<file path="config.mk">
export PLATFORM = sky130hd
export DESIGN_NAME = addsub_counter
export DESIGN_NICKNAME = d
export VERILOG_FILES = /design/src/rtl/addsub_counter.sv
export SDC_FILE = /design/constraint.sdc
export NUM_CORES = 1
export LEC_CHECK = 0
export BUFFER_PORTS_ARGS = -buffer_cell sky130_fd_sc_hd__buf_2
export CORE_AREA = 5 5 42 44
export DETAILED_ROUTE_END_ITERATION = 10
export DIE_AREA = 0 0 47 49
export GPL_ROUTABILITY_DRIVEN = 1
export GPL_TIMING_DRIVEN = 0
export PLACE_DENSITY = 0.39
export SLEW_MARGIN = 5
export SYNTH_ARGS = -nofsm -noshare
export SYNTH_HDL_FRONTEND = slang
export SYNTH_SLANG_ARGS = --single-unit
</file>
<file path="constraint.sdc">
create_clock -name clk -period 3.2 [get_ports clk]
set_clock_uncertainty 0.05 [all_clocks]
set_input_delay 0.16 -clock clk [delete_from_list [all_inputs] [get_ports clk]]
set_output_delay 0.16 -clock clk [all_outputs]
set_load 0.01 [all_outputs]
</file>
<file path="src/rtl/addsub_counter.sv">
module addsub_counter #(
  parameter int WIDTH = 3
) (
  input  logic             clk,
  input  logic             rst,
  input  logic             inc_req,
  input  logic             dec_req,
  output logic [WIDTH-1:0] count
);

  logic [WIDTH-1:0] operand;
  logic [WIDTH-1:0] sum;

  assign operand = {WIDTH{dec_req}};
  assign sum     = count + operand + {{(WIDTH-1){1'b0}}, inc_req};

  always_ff @(posedge clk) begin
    if (rst) count <= '0;
    else     count <= sum;
  end

endmodule

</file>
# Word level (Yosys, flattened, before mapping)
# Cells that the tools add are included.
dict set report totals {
  ff_bits 3
  inputBits 4
  out_inout_bits 3
  wordCells 3
}
dict set report op_classes {
  add_sub_neg 2
}
# op count
set op_table {}
lappend op_table {{$add A3 B1 Y3} 1}
lappend op_table {{$add A3 B3 Y3} 1}

# Logic depth before layout (Yosys ltp)
dict set report logic_depth {
  depth_word 2
  mapped_depth 6
}

# Least setup slack after synthesis
# Ideal clock, no wire load.
dict set report synth_path {
  kind {reg2reg}
  from {register count[0]}
  to {register count[1]}
  setup_ps 114
  t_arrival_ps 1337
  path_slack_ps 1699
  path_stages_with_launch 6
  period_less_slack_ps 1501
  path_cell_list {dfxtp_1 -> inv_1 -> fa_1 -> inv_1 -> fa_1 -> nor2b_1}
}
dict set report synth_via {
  elab_chain_len 2
}
# item line
set synth_lines {}
lappend synth_lines {{start: declaration} 8} ;# output logic [WIDTH-1:0] count
lappend synth_lines {{start signal: assignment} 19} ;# else count <= sum;
lappend synth_lines {{$add A3 B3 Y3} 15} ;# assign sum = count + operand + {{(WIDTH-1){1'b0}}, inc_req};
lappend synth_lines {{$add A3 B1 Y3} 15}
lappend synth_lines {{net sum[1]} 12} ;# logic [WIDTH-1:0] sum;
# The timed path passes the listed nets, and every way through them passes these cells.
# A chain may end at the register's enable or synchronous reset.

# Final worst setup path
# Ends and elaborated chain as after synthesis.

==> impl_metrics.ini <==
[outcome]
status = finished, final reports clean

[sta]
final_max_slew_viol_count = 0
tightestPinTransition_ns = 0.0983
tns_ns = 0
fmax_mhz = 654
finalCriticalPeriod_ns = 1.53
period_share_pct = 47.8
setup_viol = 0
hold_violations = 0
rsz0062_at_grt = false
slew_headroom_pct = 93.4

[yosys]
synth_simple_gate_area_share_pct = 9.09
synthArstFlopShare_pct = 0
synthAdderAreaFrac_pct = 26.4
synth_area_leader_cell = dfxtp_1
synth_edf_count = 0
postSynthAreaPerCell_um2 = 11.6
yosysMostFrequentCell = inv_1
synth_compound_area_share_pct = 0
seq_area_frac_synth_pct = 39.7
synth_top_family_by_area = adder cells
synth_area_um2 = 151
yosys_warnings = 0
synth_commonest_cells = inv_1, dfxtp_1, fa_1, nor2_1
synth.top_cell.area_share_pct = 39.7
synthTopCellsByArea = dfxtp_1, fa_1, xnor3_1
yosys.area_share.xor_xnor_pct = 14.9
syn_nets = 19
synth_seq_cells = 3
synthFlopType = dfxtp_1
synthCells = 13
ys_types = 6
synthMuxAreaShare_pct = 0

[die]
die_area_mm2 = 0.00230
fp-row-count = 14
die_width_um = 47
die_y_um = 49
io_pins = 7
core_area_mm2 = 0.00140
start_util_pct = 10.8

[layout]
largest_reg_flops = 3
finalNetCount = 30
regMostFlops = count
reg_top3 = count: 3 flops
final_cells = 39
layout-drive-gt1-share_pct = 39.1
final_util_pct = 16.3
syn2layout_area_growth_pct = 50.4
antenna_cells = 0

[clock_network]
hold_buffers = 0
cts_num_sinks = 3
clock_tree.root_cell = clkbuf_4
cts_made_buffers = 3
clk_path_buf_depth = 2
cts_tree = built
clk_pin_slew_ns = 0.04
postCtsSetupBuffers = 0
cts-resized-gates = 0
h-tree-depth = 1
clkLatencyLatePin_ns = 0.23

[grt]
grt_pass1_vias = 158
antenna_found_initial = 0
grt_max_degree = 4
grt-ovfl-total = 0
grt_first_pass_wirelength_um = 627
grt_use_total_pct = 4.24

[placement]
place_hpwl_um = 244
routabilityCongestion = 0.682
portBuffers = 6
numPlacedInstances = 35

[pwr]
powerDensity_mw_per_mm2 = 708
p_total_mw = 0.161
power.leakage_nw = 0.123
max-vdd-ir-drop_v = 0.000165

[critical_path]
endpoint_kind = flop
ff2ff_setup_slack_ns = 1.67
worstPathMaxFanout = 2
reg2reg_depth = 5
critical_path.startpoint_type = flop
timing.rr.end = count[1]
r2r_start = count[0]
path_class = reg2reg
crit_arrival_ns = 1.60
critPathRequiredTime_ns = 3.27

[route]
avgRoutedWirePerCell_um = 7.85
route.met2.wl_um = 84
num_vias = 111
routed_wl_um = 306
drt_first_pass_iters = 2
ant_nets = 0
m1WireLength_um = 173
post-route-drc-count = 0
viasPerCell = 2.85
top_layer_used = met3
met3_length_um = 49
first_iter_violations = 1

[hold_path]
hold_path_depth = 2
min-delay-start = rst
holdPathEnd = count[0]
hp-class = in2reg

[job]
maxCapViolCount = 0
==> per-stage QoR <==
stage / cell area, µm² / hold slack [ns] / worst slack, ns
3_3_place_gp: 201 / 0.303 / 1.70
4_1_cts: 228 / 0.0589 / 1.66
3_5_place_dp: 201 / 0.307 / 1.67
5_1_grt: 228 / 0.0690 / 1.57
2_1_floorplan: 151 / 0.177 / 1.70
6_report: 228 / 0.0715 / 1.67
==> where the power goes <==
part	internal [mW]	switching [mW]	total [mW]
registers	0.0466	0.00524	0.0519
clock network	0.0467	0.0189	0.0656
logic	0.0254	0.0183	0.0437
total	0.119	0.0424	0.161
==> cell usage in the layout (no fill, tap or decap), drive strengths merged <==
cell type  count
dfxtp          3
buf            6
nor2           2
xnor3          1
fa             2
inv            4
clkbuf         4
nor2b          1
==> final cells by class <==
| type | instances | area [µm²] |
|---|---|---|
| clock buffers | 4 | 26.3 |
| fillers | 170 | 1170 |
| flip-flops and latches | 3 | 60.1 |
| repair buffers | 6 | 30.0 |
| inverters | 4 | 15.0 |
| multi-input cells | 6 | 76.3 |
| well taps | 16 | 20.0 |
==> logic make-up after synthesis <==
group         after synthesis
xor+xnor                    1
fa+ha+maj                   2
buf+inv                     4
flops                       3
simple gates                3
==> routing by layer <==
layer / up-vias / track usage, %
li1: 57 / -
met4: 0 / 2.76
met2: 7 / 3.85
met3: 0 / 4.43
met1: 47 / 5.57
met5: - / 0
==> how the worst max path moves through the flow <==
stage / cells after the start / start / endpoint
after floorplan: 5 / count[0] / count[1]
after global placement: 6 / dec_req / count[1]
after detailed placement: 6 / dec_req / count[1]
after CTS: 5 / count[0] / count[1]
after global routing: 5 / count[0] / count[1]
final: 5 / count[0] / count[1]
==> critical path: stages (launching register included) <==
cell	delay (ns)
dfxtp_1	0.33
inv_1	0.06
fa_1	0.35
inv_1	0.08
fa_1	0.41
nor2b_1	0.14
Note: power is estimated with default switching activity, not from simulation.
